===== config.mk =====
export PLATFORM = sky130hd
export DESIGN_NAME = dispctl_decoder
export DESIGN_NICKNAME = d
export VERILOG_FILES = /design/src/rtl/dcd_pkg.sv /design/src/rtl/dcd_shadow.sv /design/src/rtl/dcd_divider.sv /design/src/rtl/dcd_info.sv /design/src/rtl/dispctl_decoder.sv
export SDC_FILE = /design/constraint.sdc
export NUM_CORES = 2
export LEC_CHECK = 0
export ABC_CLOCK_PERIOD_IN_PS = 32400
export BUFFER_PORTS_ARGS = -buffer_cell sky130_fd_sc_hd__buf_4
export CORE_MARGIN = 3
export CORE_UTILIZATION = 40
export CTS_CLUSTER_DIAMETER = 60
export DETAILED_ROUTE_END_ITERATION = 8
export HOLD_SLACK_MARGIN = 0.15
export PLACE_DENSITY_LB_ADDON = 0.15
export SETUP_SLACK_MARGIN = 0.5
export SYNTH_ARGS = -nofsm -noshare
export SYNTH_HDL_FRONTEND = slang
export SYNTH_HIERARCHICAL = 1
export SYNTH_SLANG_ARGS = --single-unit

===== constraint.sdc =====
create_clock -name clk -period 32.4 [get_ports clk]
set_input_delay 9.72 -clock clk [delete_from_list [all_inputs] [get_ports clk]]
set_output_delay 9.72 -clock clk [all_outputs]
set_load 0.02 [all_outputs]

===== src/rtl/dcd_pkg.sv =====
package dcd_pkg;
  localparam logic [7:0] OP_RESET  = 8'h00;
  localparam logic [7:0] OP_BLANK  = 8'h03;
  localparam logic [7:0] OP_DMA    = 8'h04;
  localparam logic [7:0] OP_ORIGIN = 8'h05;
  localparam logic [7:0] OP_HSPAN  = 8'h06;
  localparam logic [7:0] OP_VSPAN  = 8'h07;
  localparam logic [7:0] OP_MODE   = 8'h08;
  localparam logic [3:0] OP_QUERY_GRP = 4'h1;

  localparam logic [31:0] STATUS_INIT = 32'h1480_2000;
  localparam int BLANK_BIT = 23;
  localparam int DBL_BIT   = 19;

  localparam int SPAN_W   = 12;
  localparam int POS_W    = 10;
  localparam int HEIGHT_W = 11;
  localparam int VRES_W   = 9;
  localparam logic [SPAN_W-1:0] SPAN_FULL = 12'd2560;

  // signed horizontal span, one extra bit for the sign
  function automatic logic [SPAN_W:0] span_of(input logic [SPAN_W-1:0] lo,
                                               input logic [SPAN_W-1:0] hi);
    return {1'b0, hi} - {1'b0, lo};
  endfunction

  // span outside 1..SPAN_FULL-1 means the whole mode width is shown
  function automatic logic span_is_full(input logic [SPAN_W:0] s);
    return s[SPAN_W] || (s == '0) || (s[SPAN_W-1:0] >= SPAN_FULL);
  endfunction

  function automatic logic [VRES_W-1:0] vres_of(input logic [1:0] idx);
    case (idx)
      2'd0:    return 9'd240;
      2'd2:    return 9'd256;
      default: return 9'd480;
    endcase
  endfunction

  function automatic logic [HEIGHT_W-1:0] height_of(input logic [POS_W-1:0] top,
                                                    input logic [POS_W-1:0] bot,
                                                    input logic dbl,
                                                    input logic [VRES_W-1:0] vres);
    logic [POS_W+1:0] d;
    d = {2'b00, bot} - {2'b00, top};
    if (dbl) d = {d[POS_W:0], 1'b0};
    if (d[POS_W+1] || d == '0) return HEIGHT_W'(vres);
    return d[HEIGHT_W-1:0];
  endfunction
endpackage


===== src/rtl/dcd_shadow.sv =====
module dcd_shadow #(
  parameter int N_REGS = 16,
  parameter int DATA_W = 32,
  localparam int IDX_W = $clog2(N_REGS)
) (
  input  logic              clk,
  input  logic              rst_n,
  input  logic              wr_en,
  input  logic              clear,
  input  logic [IDX_W-1:0]  idx,
  input  logic [DATA_W-1:0] data,
  output logic              dup
);
  logic [N_REGS-1:0][DATA_W-1:0] copy_q;

  assign dup = (copy_q[idx] == data);

  for (genvar g = 0; g < N_REGS; g++) begin : g_copy
    localparam logic [DATA_W-1:0] INIT = (g == 3) ? DATA_W'(1) : '0;
    always_ff @(posedge clk) begin
      if (!rst_n || clear)                          copy_q[g] <= INIT;
      else if (wr_en && idx == IDX_W'(g))           copy_q[g] <= data;
    end
  end
endmodule


===== src/rtl/dcd_divider.sv =====
module dcd_divider #(
  parameter int NUM_W = 22,
  parameter int DEN_W = 12,
  parameter int Q_W   = 10,
  localparam int CNT_W = $clog2(NUM_W + 1)
) (
  input  logic             clk,
  input  logic             rst_n,
  input  logic             start,
  input  logic             abort,
  input  logic [NUM_W-1:0] dividend,
  input  logic [DEN_W-1:0] divisor,
  output logic             busy_o,
  output logic             done_o,
  output logic [Q_W-1:0]   quot_o
);
  logic [DEN_W-1:0] rem_q, den_q;
  logic [NUM_W-1:0] quo_q;
  logic [CNT_W-1:0] cnt_q;
  logic [DEN_W:0]   trial;
  logic             fits;

  assign trial  = {rem_q, quo_q[NUM_W-1]};
  assign fits   = trial >= {1'b0, den_q};
  assign quot_o = quo_q[Q_W-1:0];

  always_ff @(posedge clk) begin
    if (!rst_n) begin
      busy_o <= 1'b0;
      done_o <= 1'b0;
      rem_q  <= '0;
      den_q  <= '0;
      quo_q  <= '0;
      cnt_q  <= '0;
    end else begin
      done_o <= 1'b0;
      if (abort) begin
        busy_o <= 1'b0;
      end else if (start) begin
        busy_o <= 1'b1;
        rem_q  <= '0;
        den_q  <= divisor;
        quo_q  <= dividend;
        cnt_q  <= CNT_W'(NUM_W);
      end else if (busy_o) begin
        rem_q <= fits ? DEN_W'(trial - {1'b0, den_q}) : trial[DEN_W-1:0];
        quo_q <= {quo_q[NUM_W-2:0], fits};
        cnt_q <= cnt_q - 1'b1;
        if (cnt_q == CNT_W'(1)) begin
          busy_o <= 1'b0;
          done_o <= 1'b1;
        end
      end
    end
  end

  AST_DIV_DONE_IDLE: assert property (@(posedge clk) disable iff (!rst_n)
    done_o |-> !busy_o);
endmodule


===== src/rtl/dcd_info.sv =====
module dcd_info #(
  parameter int N_SET = 8,
  parameter int SET_W = 20,
  localparam int SIDX_W = $clog2(N_SET)
) (
  input  logic              clk,
  input  logic              rst_n,
  input  logic              load_en,
  input  logic [SIDX_W-1:0] load_idx,
  input  logic [SET_W-1:0]  load_val,
  input  logic [3:0]        q_sel,
  output logic [31:0]       answer
);
  logic [N_SET-1:0][SET_W-1:0] bank_q;

  for (genvar g = 0; g < N_SET; g++) begin : g_bank
    always_ff @(posedge clk) begin
      if (!rst_n)                                     bank_q[g] <= '0;
      else if (load_en && load_idx == SIDX_W'(g))     bank_q[g] <= load_val;
    end
  end

  // reads the value held before any load in this cycle
  always_comb begin
    case (q_sel)
      4'd2, 4'd3, 4'd4, 4'd5: answer = 32'(bank_q[SIDX_W'(q_sel)]);
      4'd6:                   answer = 32'(bank_q[5]);
      4'd7:                   answer = 32'd2;
      default:                answer = '0;
    endcase
  end
endmodule


===== src/rtl/dispctl_decoder.sv =====
module dispctl_decoder
  import dcd_pkg::*;
#(
  parameter int HRES_W = 10,
  parameter logic [8*HRES_W-1:0] HRES_TABLE = {10'd640, 10'd640, 10'd512, 10'd512,
                                               10'd384, 10'd320, 10'd368, 10'd256},
  parameter int N_SHADOW = 16,
  parameter int N_SET    = 8,
  parameter int SET_W    = 20,
  localparam int SIDX_W  = $clog2(N_SET),
  localparam int NUM_W   = SPAN_W + HRES_W
) (
  input  logic                clk,
  input  logic                rst_n,
  input  logic                ctl_we,
  input  logic [31:0]         ctl_data,
  input  logic                set_we,
  input  logic [SIDX_W-1:0]   set_idx,
  input  logic [SET_W-1:0]    set_data,
  output logic [31:0]         status_o,
  output logic [31:0]         rd_data_o,
  output logic [POS_W-1:0]    start_x_o,
  output logic [POS_W-1:0]    start_y_o,
  output logic [HRES_W-1:0]   hres_o,
  output logic [VRES_W-1:0]   vres_o,
  output logic [HRES_W-1:0]   width_o,
  output logic [HEIGHT_W-1:0] height_o,
  output logic                width_valid_o
);
  function automatic logic [HRES_W-1:0] hres_pick(input logic [2:0] i);
    return HRES_TABLE[i*HRES_W +: HRES_W];
  endfunction

  logic [7:0] cmd;
  logic in_bank, dup_w, ignored_w, take_w;
  logic op_reset_w, op_blank_w, op_dma_w, op_origin_w, op_hspan_w, op_vspan_w, op_mode_w, query_w;

  assign cmd       = ctl_data[31:24];
  assign in_bank   = (cmd < 8'(N_SHADOW));
  assign ignored_w = ctl_we && in_bank && cmd != OP_RESET && cmd != OP_ORIGIN && dup_w;
  assign take_w    = ctl_we && !ignored_w;

  assign op_reset_w  = take_w && cmd == OP_RESET;
  assign op_blank_w  = take_w && cmd == OP_BLANK;
  assign op_dma_w    = take_w && cmd == OP_DMA;
  assign op_origin_w = take_w && cmd == OP_ORIGIN;
  assign op_hspan_w  = take_w && cmd == OP_HSPAN;
  assign op_vspan_w  = take_w && cmd == OP_VSPAN;
  assign op_mode_w   = take_w && cmd == OP_MODE;
  assign query_w     = take_w && cmd[7:4] == OP_QUERY_GRP;

  dcd_shadow #(.N_REGS(N_SHADOW), .DATA_W(32)) u_shadow (
    .clk(clk), .rst_n(rst_n), .wr_en(ctl_we && in_bank), .clear(op_reset_w),
    .idx(cmd[$clog2(N_SHADOW)-1:0]), .data(ctl_data), .dup(dup_w));

  logic [31:0] answer_w;
  dcd_info #(.N_SET(N_SET), .SET_W(SET_W)) u_info (
    .clk(clk), .rst_n(rst_n), .load_en(set_we), .load_idx(set_idx), .load_val(set_data),
    .q_sel(ctl_data[3:0]), .answer(answer_w));

  // geometry registers
  logic [SPAN_W-1:0] x1_q, x2_q, x1_n, x2_n;
  logic [POS_W-1:0]  y1_q, y2_q, y1_n, y2_n;
  logic [31:0]       st_n;
  logic [HRES_W-1:0] hres_n;
  logic [VRES_W-1:0] vres_n;
  logic [SPAN_W:0]   span_n;
  logic              width_upd_w, full_w, div_start_w, div_abort_w, div_done_w, div_busy_w;
  logic [HRES_W-1:0] quot_w;
  logic [NUM_W-1:0]  dividend_w;

  always_comb begin
    st_n   = status_o;
    x1_n   = x1_q;
    x2_n   = x2_q;
    y1_n   = y1_q;
    y2_n   = y2_q;
    hres_n = hres_o;
    vres_n = vres_o;
    if (op_reset_w) begin
      st_n   = STATUS_INIT;
      hres_n = HRES_W'(256);
      vres_n = VRES_W'(240);
    end
    if (op_blank_w) st_n[BLANK_BIT] = ctl_data[0];
    if (op_dma_w)   st_n[30:29]     = ctl_data[1:0];
    if (op_hspan_w) begin
      x1_n = ctl_data[11:0];
      x2_n = ctl_data[23:12];
    end
    if (op_vspan_w) begin
      y1_n = ctl_data[9:0];
      y2_n = ctl_data[19:10];
    end
    if (op_mode_w) begin
      st_n[22:16] = {ctl_data[5:0], ctl_data[6]};
      hres_n      = hres_pick({ctl_data[1:0], ctl_data[6]});
      vres_n      = vres_of({ctl_data[3], ctl_data[2]});
    end
  end

  assign span_n      = span_of(x1_n, x2_n);
  assign full_w      = span_is_full(span_n);
  assign width_upd_w = op_hspan_w || op_mode_w;
  assign div_start_w = width_upd_w && !full_w;
  assign div_abort_w = op_reset_w || (width_upd_w && full_w);
  assign dividend_w  = NUM_W'(span_n[SPAN_W-1:0]) * NUM_W'(hres_n);

  dcd_divider #(.NUM_W(NUM_W), .DEN_W(SPAN_W), .Q_W(HRES_W)) u_div (
    .clk(clk), .rst_n(rst_n), .start(div_start_w), .abort(div_abort_w),
    .dividend(dividend_w), .divisor(SPAN_FULL),
    .busy_o(div_busy_w), .done_o(div_done_w), .quot_o(quot_w));

  always_ff @(posedge clk) begin
    if (!rst_n) begin
      status_o      <= STATUS_INIT;
      rd_data_o     <= '0;
      start_x_o     <= '0;
      start_y_o     <= '0;
      x1_q          <= '0;
      x2_q          <= '0;
      y1_q          <= '0;
      y2_q          <= '0;
      hres_o        <= HRES_W'(256);
      vres_o        <= VRES_W'(240);
      width_o       <= HRES_W'(256);
      height_o      <= HEIGHT_W'(240);
      width_valid_o <= 1'b1;
    end else begin
      status_o <= st_n;
      x1_q     <= x1_n;
      x2_q     <= x2_n;
      y1_q     <= y1_n;
      y2_q     <= y2_n;
      hres_o   <= hres_n;
      vres_o   <= vres_n;
      if (op_reset_w)   rd_data_o <= '0;
      else if (query_w) rd_data_o <= answer_w;
      if (op_origin_w) begin
        start_x_o <= ctl_data[9:0];
        start_y_o <= ctl_data[19:10];
      end
      if (op_reset_w)                    height_o <= HEIGHT_W'(240);
      else if (op_vspan_w || op_mode_w)  height_o <= height_of(y1_n, y2_n, st_n[DBL_BIT], vres_n);
      if (op_reset_w) begin
        width_o       <= HRES_W'(256);
        width_valid_o <= 1'b1;
      end else if (width_upd_w) begin
        if (full_w) width_o <= hres_n;
        width_valid_o <= full_w;
      end else if (div_done_w) begin
        width_o       <= quot_w;
        width_valid_o <= 1'b1;
      end
    end
  end

  AST_RESET_STATE: assert property (@(posedge clk) disable iff (!rst_n)
    op_reset_w |=> status_o == STATUS_INIT && rd_data_o == '0 && width_valid_o
                   && width_o == HRES_W'(256) && height_o == HEIGHT_W'(240));
  AST_DMA_FIELD: assert property (@(posedge clk) disable iff (!rst_n)
    op_dma_w |=> status_o[30:29] == $past(ctl_data[1:0]));
  AST_ORIGIN_X: assert property (@(posedge clk) disable iff (!rst_n)
    op_origin_w |=> start_x_o == $past(ctl_data[9:0]));
  AST_WIDTH_LIMIT: assert property (@(posedge clk) disable iff (!rst_n)
    width_valid_o |-> width_o <= hres_o);
  AST_HEIGHT_NONZERO: assert property (@(posedge clk) disable iff (!rst_n)
    height_o != '0);
  AST_QUERY_SEVEN: assert property (@(posedge clk) disable iff (!rst_n)
    (query_w && ctl_data[3:0] == 4'd7) |=> rd_data_o == 32'd2);
  AST_DUP_NO_RESTART: assert property (@(posedge clk) disable iff (!rst_n)
    (ignored_w && width_valid_o) |=> width_valid_o);
  AST_RESTART_INVALID: assert property (@(posedge clk) disable iff (!rst_n)
    div_start_w |=> !width_valid_o && div_busy_w);
endmodule


; Yosys cells after proc, flatten, opt, wreduce, memory -nomap -nowiden
; Index checks and enable logic that the tools add are counted.
[word_totals]
register_bits = 861
latch_bits = 0
ram_bits = 0
rom_bits = 0
out_inout_bits = 125
word_cells = 213
mem_count = 0
[classes]
n_addsub = 4
n_mul = 2
n_div = 0
order_cmp = 5
eq_ne = 40
n_shift = 1
n_mux = 44
bitwise = 3
n_reduce_logical = 68
[ops]
columns = op, n
row1 = binary-select mux 32 bit (select 4 bit), 1
row2 = 2-to-1 mux 12 bit, 8
row3 = "indexed part select 80 x 8 -> 10 bit, first input constant", 1
row4 = 2-to-1 mux 10 bit, 7
row5 = binary-select mux 20 bit (select 3 bit), 1
row6 = one-hot mux 20 bit (3 select lines), 1
row7 = 2-to-1 mux 22 bit, 2
row8 = logical AND 1 bit, 39
row9 = 2-to-1 mux 11 bit, 3
row10 = equality test 32 bit, 1
row11 = "equality test 4 x 3 -> 1 bit, second input constant", 8
row12 = "equality test 4 bit, second input constant", 8
row13 = "equality test 8 x 3 -> 1 bit, second input constant", 4
row14 = 2-to-1 mux 32 bit, 1
row15 = 2-to-1 mux 31 bit, 1
row16 = multiplier 12 x 10 -> 22 bit, 1
row17 = 2-to-1 mux 20 bit, 1
row18 = 2-to-1 mux 9 bit, 2
row19 = one-hot mux 9 bit (2 select lines), 1
row20 = "equality test 4 x 2 -> 1 bit, second input constant", 4
row21 = >= comparator 13 x 12 -> 1 bit, 1
row22 = logical NOT 13 bit, 1
row23 = subtractor 12 x 12 -> 13 bit, 1
row24 = "equality test 3 bit, second input constant", 4
row25 = 34 further kinds, 65

; Logic depth before layout (Yosys ltp)
[logic_depth]
word_depth = 21
ltp_mapped = 45
mapped_depth_nobuf = 38

; Cells and area by module
; Netlist, hierarchy kept.
[by_module_without_submodules]
columns = mod, n_inst, cells_per_inst, area_per_inst_um2, seq_area_each_um2
row1 = dcd_shadow, 1, 2647, 22310.1, 10249.8
row2 = dispctl_decoder, 1, 1300, 11050.6, 2942.8
row3 = dcd_info, 1, 468, 3887.5, 1601.5
row4 = dcd_divider, 1, 342, 2936.6, 1061.0

; Worst setup path after synthesis
; Ideal clock, no wire load.
[synth_timing]
path_kind = in2reg
startpoint = input port ctl_data[24]
endpoint = register u_div.quo_q[20]
setup_ps = 86
arrival_ps = 19191
t_required_ps = 32314
slack_ps = 13123
stages = 44
path_cell_list = buf_6 buf_6 buf_2 mux4_2 mux2i_1 mux2i_1 xor2_1 nor4_1 nand4_1 nor4_2 clkbuf_1 or4b_1 buf_2 buf_1 mux2i_1 inv_1 ha_1 nor2b_1 [8 not listed] inv_1 fa_1 inv_1 fa_1 inv_1 fa_1 inv_1 ha_1 o21ai_0 o2bb2ai_1 a31oi_1 a41o_1 o41ai_1 o21ai_0 o41ai_1 xnor2_1 mux2i_1 a211oi_1
[synth_rtl]
columns = element, line_no
row1 = from (decl), dispctl_decoder.sv:16  ; input logic [31:0] ctl_data,
row2 = binary-select mux 32 bit (select 4 bit), dcd_shadow.sv:16  ; assign dup = (copy_q[idx] == data);
row3 = 2-to-1 mux 32 bit (implied by the code), dcd_shadow.sv:16
row4 = equality test 32 bit (*), dcd_shadow.sv:16
row5 = via dup_w, dispctl_decoder.sv:35  ; logic in_bank, dup_w, ignored_w, take_w;
row6 = logical AND 1 bit (*), dispctl_decoder.sv:40  ; assign ignored_w = ctl_we && in_bank && cmd != OP_RESET && cmd != OP_ORIGIN && dup_w;
row7 = logical NOT 1 bit (*), dispctl_decoder.sv:41  ; assign take_w = ctl_we && !ignored_w;
row8 = logical AND 1 bit (*), dispctl_decoder.sv:41
row9 = logical AND 1 bit (*), dispctl_decoder.sv:47  ; assign op_hspan_w = take_w && cmd == OP_HSPAN;
row10 = 2-to-1 mux 12 bit (*), dispctl_decoder.sv:87  ; if (op_hspan_w) begin
row11 = via x2_n[1], dispctl_decoder.sv:62  ; logic [SPAN_W-1:0] x1_q, x2_q, x1_n, x2_n;
row12 = subtractor 12 x 12 -> 13 bit (*), dcd_pkg.sv:24  ; return {1'b0, hi} - {1'b0, lo};
row13 = multiplier 12 x 10 -> 22 bit (*), dispctl_decoder.sv:107  ; assign dividend_w = NUM_W'(span_n[SPAN_W-1:0]) * NUM_W'(hres_n);
row14 = via dividend_w[20], dispctl_decoder.sv:70  ; logic [NUM_W-1:0] dividend_w;
row15 = 2-to-1 mux 22 bit (*), dcd_divider.sv:39  ; end else if (start) begin
row16 = to (signal assigned), dcd_divider.sv:43  ; quo_q <= dividend;
row17 = to (signal assigned), dcd_divider.sv:47  ; quo_q <= {quo_q[NUM_W-2:0], fits};
row18 = to (decl), dcd_divider.sv:18  ; logic [NUM_W-1:0] quo_q;
; The timed path passes the listed nets; every way through them passes the cells marked *. The select of a mux whose other input is x is not followed.
; A chain may end at the register's enable or synchronous reset.

; Final worst setup path
; Ends and elaborated chain as after synthesis.

==> metrics.md <==
| Metric | Value |
|---|---|
| WHS Path Cells | 2 |
| Sequential area share after synthesis | 0.395 |
| Layout cell share with drive strength beyond 1 | 0.134 |
| Filler cells | approximately 9600 |
| Hold Path Class | register to register |
| Die width | about 320 um |
| RSZ-0062 raised after global routing | false |
| Worst reg2reg setup slack | 21.70 ns |
| Crit path max-delay cell type | buf_4 |
| Crit path DAT | approximately 22 ns |
| Clock Latency Late Sink | roughly 0.68 ns |
| Hold buffers post-CTS | 0 |
| Largest net degree at the start of global routing | 225 |
| Initial core utilization | 0.406 |
| Site Rows | between 100 and 150 |
| Final ANT Viol Nets | 0 |
| Via density | ~5.4 |
| Max-slew violations | 0 |
| R2r endpoint | u_div/quo_q[20] |
| Post-Syn Area per Cell | between 8 and 9 um2 |
| Vias in the first global route | roughly 31000 |
| Synth unique cells | between 90 and 100 |
| Worst setup SP type | input port |
| Worst vdd ir | slightly below 0.04 mV |
| Residual DRC | 0 |
| DR vias | 32600 |
| Final hold violations | 0 |
| CTS tree | built |
| Clock sinks | ~800 |
| Critical Path Fanout Max | 53 |
| Gr ovfl total | 0 |
| Yosys reg bits | between 700 and 800 |
| Ys flop type | dfxtp_1 |
| Hpwl dp | 77200 um |
| Htree depth | 3 |
| IO Count | 184 |
| CTS Buf Count | 96 |
| WL/cell | around 21 um |
| Antenna cell count | 0 |
| DR iter-0 viols | approximately 2900 |
| Final Critical Period | 21.10 ns |
| Pwr dens | 49.1 nW/um2 |
| Period utilization | 0.651 |
| CP dominant cell by count | inv_1 |
| Die area | ~100000 um2 |
| Clk buf depth | 3 |
| Area of the multi-input gates | 22100 um2 |
| Worst r2r src | u_shadow/copy_q[251] |
| Hold_ws | ~0.45 ns |
| CTS Root Cell | clkbuf_16 |
| Status | finished clean |
| Final Power | 2.21 mW |
| Register area | about 16000 um2 |
| Post-CTS sizing | 0 |
| LEAKAGE | 16.8 nW |
| CP peak stage delay | 0.77 ns |
| # port buffers | between 150 and 200 |
| Core area | 99000 um2 |
| Critical path startpoint | ctl_data[24] |
| Reg2Reg Depth | 40 |
| Setup Crit Path Kind | input port to register |
| Slew headroom | 0.151 |
| Fmax | ~47 MHz |
| Max-cap violations | 0 |
| Ys async rst share | 0 |
| Tightest Pin Transition | roughly 1.3 ns |
| First-pass DRT Iterations | 6 |
| Max Clock Skew | between 0.02 and 0.03 ns |
| Area growth, synth to finish | 12.0% |
| Post-CTS Setup Bufs | 0 |
| Post-synth EDFFs | 0 |
| Clock Pin Slew Worst Setup and Hold Paths | ~0.060 ns |
| Gpl congestion | between 0.8 and 0.9 |
| Req. time, crit path | roughly 33 ns |
| Total routing usage reported by global routing | 0.239 |
| Worst Setup EP | u_div/quo_q[20] |
| Routed wire length | between 100000 and 150000 um |
| Die Y | between 300 and 400 um |
| Setup violators final | 0 |
| Number of antenna violations at the first check in global routing | 0 |
| Element type at the critical path end | register |
| Synth Cell Area | ~40000 um2 |
| Warnings from Yosys | 6 |
| Global-route wire length before repair | around 190000 um |
| Final nets | approximately 4900 |
| Post-Synthesis Cells | ~4800 |
| Fin Setup TNS | 0 ns |
==> cell type report <==
cell class,instances,area share
clock inverters,42,0.0105
inverters,115,0.00959
repair buffers,229,0.0388
clock buffers,133,0.0634
multi-input cells,3442,0.490
flip-flops and latches,792,0.352
well taps,1287,0.0358
==> cell usage in the layout, fill, tap and decap left out, types with 80 or more instances in the layout <==
master	instances
a21boi_1	80
a21oi_1	610
fa_1	81
mux4_2	128
nor2_1	156
nand2_1	1445
buf_4	225
ha_1	96
mux2i_1	165
inv_1	115
dfxtp_1	792
clkbuf_16	98
==> logic make-up (layout without fill, tap and decap cells) <==
family | count (synthesis) | count (layout) | synth area share
other cells | 3 | 46 | 0.000280
buf+inv | 566 | 519 | 0.0654
compound gates | 915 | 915 | 0.134
mux | 318 | 318 | 0.120
xor+xnor | 75 | 75 | 0.0163
flops | 792 | 792 | 0.395
fa+ha+maj | 177 | 177 | 0.0702
simple gates | 1911 | 1911 | 0.199
==> metrics by stage <==
stage,area [um2],cells,utilization,setup WS (ns)
final,45000,6040,0.455,11.30
after global routing,45000,6040,0.455,10.36
after CTS,45000,6040,0.455,11.23
after detailed placement,41700,5865,0.421,10.53
after global placement,41700,5865,0.421,10.62
after floorplan,40300,4800,-,13.12
==> state kept, by name, summed over array words and instances, names as in the netlist <==
signal / count
u_info/bank_q: 80
u_div/done_o: 1
y2_q: 10
u_div/rem_q: 12
hres_o: 10
u_shadow/copy_q: 512
start_y_o: 10
x1_q: 12
width_o: 10
width_valid_o: 1
status_o: 10
x2_q: 12
u_div/busy_o: 1
rd_data_o: 32
u_div/quo_q: 22
height_o: 11
u_div/cnt_q: 5
y1_q: 10
u_div/den_q: 12
vres_o: 9
start_x_o: 10
==> worst min-delay path by stage <==
stage	start	end	slack (ns)
after floorplan	u_info/bank_q[61]	u_info/bank_q[61]	0.43
after global placement	u_info/bank_q[61]	u_info/bank_q[61]	0.44
after detailed placement	u_info/bank_q[61]	u_info/bank_q[61]	0.44
after CTS	u_info/bank_q[61]	u_info/bank_q[61]	0.45
after global routing	u_shadow/copy_q[215]	u_shadow/copy_q[215]	0.46
final	u_info/bank_q[61]	u_info/bank_q[61]	0.45
==> synthesized netlist by cell type, types with 12 or more instances <==
master    number  share of area
buf_4         73          0.014
fa_1          81          0.040
buf_2         66         0.0082
xor2_1        43         0.0094
mux2_2        22         0.0062
a21boi_1      80          0.015
nor3_1        29         0.0036
nor4_1        12         0.0019
nand2_1     1449           0.14
and3_1        13         0.0020
a21boi_0      22         0.0041
a221o_1       19         0.0047
nor2_1       162          0.015
o21ai_0       41         0.0051
o211ai_1      15         0.0028
nand2b_1      34         0.0053
mux4_2       128          0.072
mux2i_1      165          0.041
a21oi_1      610          0.076
and2_1        35         0.0054
clkbuf_1     288          0.027
buf_6         13         0.0036
nor2b_1       59         0.0092
dfxtp_1      792           0.39
a211oi_1      39         0.0073
ha_1          96          0.030
xnor2_1       32         0.0070
inv_1        115          0.011
o21a_1        12         0.0022
nand3_1       29         0.0036
==> where the power goes <==
part / total, mW / internal (mW) / switching (mW) / leakage (nW)
logic: 0.108 / 0.0307 / 0.0776 / 8.74
registers: 0.979 / 0.977 / 0.00167 / 6.38
clock network: 1.13 / 0.674 / 0.451 / 1.65
total: 2.21 / 1.68 / 0.530 / 16.8
==> worst max-delay path: cells and delay by family <==
family                   cells  cell delay (ns)
buffers and inverters       11             2.80
AO/OA/AOI/OAI               10             2.37
adder cells (fa/ha/maj)      7             3.08
AND/OR/NAND/NOR              7             1.63
multiplexers                 5             1.34
XOR/XNOR                     3             0.66
==> metal layers <==
| layer | vias up | wire length, um | track usage |
|---|---|---|---|
| met4 | 0 | 3350 | 0.0658 |
| met2 | 937 | 58500 | 0.388 |
| li1 | 15600 | - | - |
| met5 | - | 0 | 0 |
| met1 | 15800 | 57900 | 0.334 |
| met3 | 201 | 7450 | 0.0327 |
Note: power is estimated with default switching activity, not from simulation.
